### src/rtl/msr_pkg.sv
package msr_pkg;

    localparam int MCR_W       = 5;
    localparam int MCR_DTR     = 0;
    localparam int MCR_RTS     = 1;
    localparam int MCR_OUT1    = 2;
    localparam int MCR_OUT2    = 3;
    localparam int MCR_LOOP    = 4;
    localparam int LINE_N      = 4;
    localparam int BYTE_W      = 2 * LINE_N;
    localparam int SYNC_STAGES = 2;

    // Order sets bit position: dcd is the top bit, cts the bottom
    typedef struct packed {
        logic dcd;
        logic ri;
        logic dsr;
        logic cts;
    } msr_lines_t;

    localparam msr_lines_t LINES_IDLE = '{dcd: 1'b1, ri: 1'b0, dsr: 1'b1, cts: 1'b1};

    // Change flags between an old and a new sample; ring only on falling
    function automatic msr_lines_t edge_flags(msr_lines_t prev, msr_lines_t now);
        msr_lines_t f;
        f.dcd = prev.dcd ^ now.dcd;
        f.dsr = prev.dsr ^ now.dsr;
        f.cts = prev.cts ^ now.cts;
        f.ri  = prev.ri & ~now.ri;
        return f;
    endfunction

    // Status levels seen when control outputs are looped back
    function automatic msr_lines_t loop_map(logic [MCR_W-1:0] mcr);
        msr_lines_t l;
        l.dcd = mcr[MCR_OUT2];
        l.ri  = mcr[MCR_OUT1];
        l.dsr = mcr[MCR_DTR];
        l.cts = mcr[MCR_RTS];
        return l;
    endfunction

endpackage

### src/rtl/msr_sync.sv
module msr_sync #(
    parameter int              W       = 4,
    parameter int              STAGES  = 2,
    parameter logic [W-1:0]    RST_VAL = '0
) (
    input  logic         clk,
    input  logic         rst,
    input  logic [W-1:0] d_i,
    output logic [W-1:0] q_o
);
    logic [W-1:0] stg_q [STAGES];

    always_ff @(posedge clk) begin
        if (rst) begin
            for (int i = 0; i < STAGES; i++) stg_q[i] <= RST_VAL;
        end else begin
            stg_q[0] <= d_i;
            for (int i = 1; i < STAGES; i++) stg_q[i] <= stg_q[i-1];
        end
    end

    assign q_o = stg_q[STAGES-1];
endmodule

### src/rtl/msr_delta_track.sv
module msr_delta_track
    import msr_pkg::*;
(
    input  logic       clk,
    input  logic       rst,
    input  logic       frz_i,
    input  logic       clr_i,
    input  msr_lines_t smp_i,
    output msr_lines_t lvl_o,
    output msr_lines_t flg_o,
    output msr_lines_t chg_o
);
    msr_lines_t lvl_q, flg_q, chg;

    always_comb chg = frz_i ? '0 : edge_flags(lvl_q, smp_i);

    always_ff @(posedge clk) begin
        if (rst) begin
            lvl_q <= LINES_IDLE;
            flg_q <= '0;
        end else if (!frz_i) begin
            lvl_q <= smp_i;
            flg_q <= (clr_i ? msr_lines_t'('0) : flg_q) | chg;
        end
    end

    assign lvl_o = lvl_q;
    assign flg_o = flg_q;
    assign chg_o = chg;


    sticky_hold_chk: assert property (@(posedge clk) disable iff (rst)
        (!clr_i || frz_i) |=> ((flg_q & $past(flg_q)) == $past(flg_q)));


    ring_fall_only_chk: assert property (@(posedge clk) disable iff (rst)
        $rose(flg_q.ri) |-> $fell(lvl_q.ri));


    read_clear_chk: assert property (@(posedge clk) disable iff (rst)
        (clr_i && !frz_i && chg == '0) |=> (flg_q == '0));


    loop_freeze_chk: assert property (@(posedge clk) disable iff (rst)
        frz_i |=> ($stable(lvl_q) && $stable(flg_q)));
endmodule

### src/rtl/modem_status_tracker.sv
module modem_status_tracker
    import msr_pkg::*;
(
    input  logic             clk,
    input  logic             rst,
    input  logic [MCR_W-1:0] mctl_i,
    input  logic             line_cts_i,
    input  logic             line_dsr_i,
    input  logic             line_dcd_i,
    input  logic             line_ri_i,
    input  logic             rd_stb_i,
    output logic [BYTE_W-1:0] rd_data_o,
    output logic             delta_any_o
);
    msr_lines_t raw, synced, lvl, flg, chg;
    logic       loop_en;

    always_comb begin
        raw.dcd = line_dcd_i;
        raw.ri  = line_ri_i;
        raw.dsr = line_dsr_i;
        raw.cts = line_cts_i;
    end

    assign loop_en = mctl_i[MCR_LOOP];

    msr_sync #(
        .W       (LINE_N),
        .STAGES  (SYNC_STAGES),
        .RST_VAL (LINES_IDLE)
    ) sync_i (
        .clk (clk),
        .rst (rst),
        .d_i (raw),
        .q_o (synced)
    );

    msr_delta_track trk_i (
        .clk   (clk),
        .rst   (rst),
        .frz_i (loop_en),
        .clr_i (rd_stb_i),
        .smp_i (synced),
        .lvl_o (lvl),
        .flg_o (flg),
        .chg_o (chg)
    );

    always_comb begin
        if (loop_en) rd_data_o = {loop_map(mctl_i), {LINE_N{1'b0}}};
        else         rd_data_o = {lvl, flg};
    end

    assign delta_any_o = |flg;


    any_match_chk: assert property (@(posedge clk) disable iff (rst)
        !loop_en |-> (delta_any_o == (rd_data_o[LINE_N-1:0] != '0)));


    read_vs_change_chk: assert property (@(posedge clk) disable iff (rst)
        (rd_stb_i && !loop_en && chg != '0) |=> (delta_any_o == 1'b1));
endmodule

### config.mk
export PLATFORM = sky130hd
export DESIGN_NAME = modem_status_tracker
export DESIGN_NICKNAME = d
export VERILOG_FILES = /design/src/rtl/msr_pkg.sv /design/src/rtl/msr_sync.sv /design/src/rtl/msr_delta_track.sv /design/src/rtl/modem_status_tracker.sv
export SDC_FILE = /design/constraint.sdc
export NUM_CORES = 1
export LEC_CHECK = 0
export BUFFER_PORTS_ARGS = -buffer_cell sky130_fd_sc_hd__buf_2
export CAP_MARGIN = 40
export CORE_UTILIZATION = 26
export CTS_BUF_LIST = sky130_fd_sc_hd__clkbuf_4 sky130_fd_sc_hd__clkbuf_8
export DETAILED_ROUTE_END_ITERATION = 6
export PLACE_DENSITY = 0.48
export SYNTH_ARGS = -nofsm -noshare
export SYNTH_HDL_FRONTEND = slang
export SYNTH_SLANG_ARGS = --single-unit
### constraint.sdc
create_clock -name clk -period 1.4 [get_ports clk]
set_clock_uncertainty 0.1 [all_clocks]
set_input_delay 0.28 -clock clk [delete_from_list [all_inputs] [get_ports clk]]
set_output_delay 0.28 -clock clk [all_outputs]
set_load 0.01 [all_outputs]
==> key figures <==
Global routing
  • First-pass GRT wire length: 1820 um
  • Total gr overflow: 0
  • Gr usage total: 0.0971
  • Initial antenna violation count: 0
  • Largest net degree at the start of global routing: 18
  • Vias in the first global route: 406

Logic synthesis
  • Post-Syn Nets: 71
  • Post-synth ARST share: 0
  • Synth Instances: 59
  • Sequential fraction of the synthesis area: 0.505
  • Syn avg cell area: 10.8 um2
  • Yosys cell types: 20
  • Mapped Area: 634 um2
  • Top post-synthesis cells by area: dfxtp_1, nor2b_1, or2_2
  • Synth top area share: 0.505
  • Top FF cell, synth: dfxtp_1
  • Yosys reg bits: 16
  • Largest area contributor in the netlist: dfxtp_1
  • Synth warn: 0
  • EDFF count, synth: 0

Final layout
  • Synth-to-Final Area Change: 36.7%
  • Nets: 100
  • Post-layout util: 0.385
  • Multi-input logic area: 279 um2
  • Antenna Cells: 0
  • Layout cells sized above 1: 0.575
  • Register area: 328 um2
  • Final cell area excluding filler cells: 867 um2
  • Non-filler cells, final: 115
  • Fill cells: 241

Floorplan
  • Initial core utilization: 0.281
  • Cell Rows: 17
  • Core ar.: 2250 um2
  • Die area: 2640 um2
  • Die Ht: 51.4 um
  • Boundary pin count: 21
  • Die X: 51.4 um

Power
  • Clk pwr share: 0.326
  • Internal power: 0.000718 W
  • Worst VDD drop: 0.424 mV
  • Psw: 0.000211 W
  • Pwr/cell area: 1070 nW/um2
  • Switching share of power: 0.227
  • Static leakage: 0.382 nW
  • Sequential Power Share: 0.525
  • Combinational share of power: 0.149

Timing
  • Max-Slew Margin vs Limit: 0.807
  • Max-slew violation count: 0
  • Setup WS post-layout: -0.239 ns
  • Worst Tran Pin Value: 0.289 ns
  • Final setup viols: 1
  • Period minus WS final: 1.64 ns
  • Setup TNS: -0.239 ns
  • Fmax: 610 MHz
  • Crit share post-route: 1.17
  • Hold Fails Final Rpt: 0
  • Unrepaired setup endpoints after global routing: true

Setup path
  • Crit Path Max Fanout: 2
  • CP arrival: 1.26 ns
  • Worst Setup End Kind: output port
  • Startpoint types: flop
  • Crit Path Class: reg2out
  • Critical path required time: 1.02 ns

Detailed routing
  • Antenna viol nets, final: 0
  • Routed wire per std cell: 9.87 um
  • Vias: 473
  • Routed wire length: 1140 um
  • Vias per cell: 4.11
  • Total iterations of the first detailed-routing run: 3
  • Number of remaining DRC errors: 0
  • Iteration-0 DRC count of the detailed router: 2

Clock network
  • CTS Buf Count: 3
  • Register clock-pin slew on the reported worst setup and hold paths: 0.09 ns
  • # H-tree levels: 1
  • Worst-Skew Late Latency: 0.28 ns
  • Root buffer cell: clkbuf_4
  • Number of hold buffers added after CTS: 0
  • Maximum clock insertion buffer count: 2
  • Clk sinks: 16
  • CTS tree: yes

Placed design
  • Placed Cells incl. Taps: 106
  • Routability cong.: 0.603
  • I/O Buffers: 20
  • Final HPWL DP: 763 um
  • Area of placed instances: 757 um2

Status
  • Failing checks: negative setup slack
  • Status: complete, but fails checks

Hold path
  • HP Class: in2reg

Job
  • Max-cap viol count: 0
==> Yosys cell counts, drive strengths merged, types with 3 or more instances <==
library cell and n:
mux2 4, nor2b 7, inv 3, or2 7
buf 3, a211o 3, dfxtp 16, xnor2 3
nor2 5, o32ai 3
==> kinds of logic after synthesis <==
family	synth area share
buf+inv	0.0611
flops	0.505
xor+xnor	0.0414
simple gates	0.203
mux	0.0927
compound gates	0.0967
==> final cells by class <==
class / instances / share of cell area
inverters: 3 / 0.0130
repair buffers: 27 / 0.205
multi-input cells: 37 / 0.322
clock buffers: 4 / 0.0418
well taps: 28 / 0.0404
flip-flops and latches: 16 / 0.378
==> layer usage <==
metal,share of wire,vias up,wire length (um),track usage
met5,0,-,0,0
met1,0.45,201,513,0.130
met3,0.056,4,64,0.0208
met2,0.47,16,530,0.136
li1,-,252,-,-
met4,0.023,0,26,0.0676
==> worst max-delay path: stages, from the launching register on <==
cell and delay (ns):
dfxtp_2 0.33, or4_1 0.50, buf_2 0.15
==> layout by cell type, fill, tap and decap left out, drive strengths merged <==
| master | instances |
|---|---|
| buf | 27 |
| dfxtp | 16 |
| nor2b | 7 |
| or2 | 7 |
| nor2 | 5 |
| clkbuf | 4 |
| mux2 | 4 |
| inv | 3 |
| a211o | 3 |
| xnor2 | 3 |
| o32ai | 3 |
| or4 | 1 |
| mux2i | 1 |
| nand2b | 1 |
| nand2 | 1 |
| a21oi | 1 |
==> metrics by stage <==
stage / power [W] / setup WS, ns / hold slack, ns
6_report: 0.000929 / -0.239 / 0.0696
5_1_grt: 0.000984 / -0.283 / 0.0502
4_1_cts: 0.000937 / -0.246 / 0.0585
3_5_place_dp: 0.000614 / 0.0547 / 0.292
3_3_place_gp: 0.000612 / 0.0652 / 0.292
2_1_floorplan: 0.000575 / 0.160 / 0.252
==> worst paths after layout <==
path	depth (start not counted)	end	slack (ns)	from
min	2	sync_i.stg_q[0][1]$_SDFF_PP1_	0.07	line_dsr_i
min reg2reg	1	sync_i.stg_q[0][5]$_SDFF_PP1_	0.31	sync_i.stg_q[0][1]$_SDFF_PP1_
max	2	delta_any_o	-0.24	trk_i.flg_o[2]$_SDFFE_PP0N_
max reg2reg	2	trk_i.lvl_o[3]$_SDFFE_PP1N_	0.45	trk_i.lvl_o[3]$_SDFFE_PP1N_
==> state kept, by name (all words and copies together), names as in the netlist <==
register	cells
sync_i.stg_q	8
trk_i.lvl_o	4
trk_i.flg_o	4
==> what timing repair did <==
item / 4_1_cts / 5_1_grt
pin swaps: 1 / 1
buffers inserted: 5 / 0
gates cloned: 0 / 0
gates resized for setup: 6 / 5
endpoints found under the setup margin: 5 / 6
==> power groups by stage <==
stage | registers [W] | clock network [W] | logic (W)
global route | 0.000491 | 0.000340 | 0.000152
detailed placement | 0.000499 | 0 | 0.000115
finish | 0.000488 | 0.000303 | 0.000138
CTS | 0.000487 | 0.000321 | 0.000130
floorplan | 0.000497 | 0 | 0.0000778
global placement | 0.000499 | 0 | 0.000114
Power figures use the tool's default switching activity.
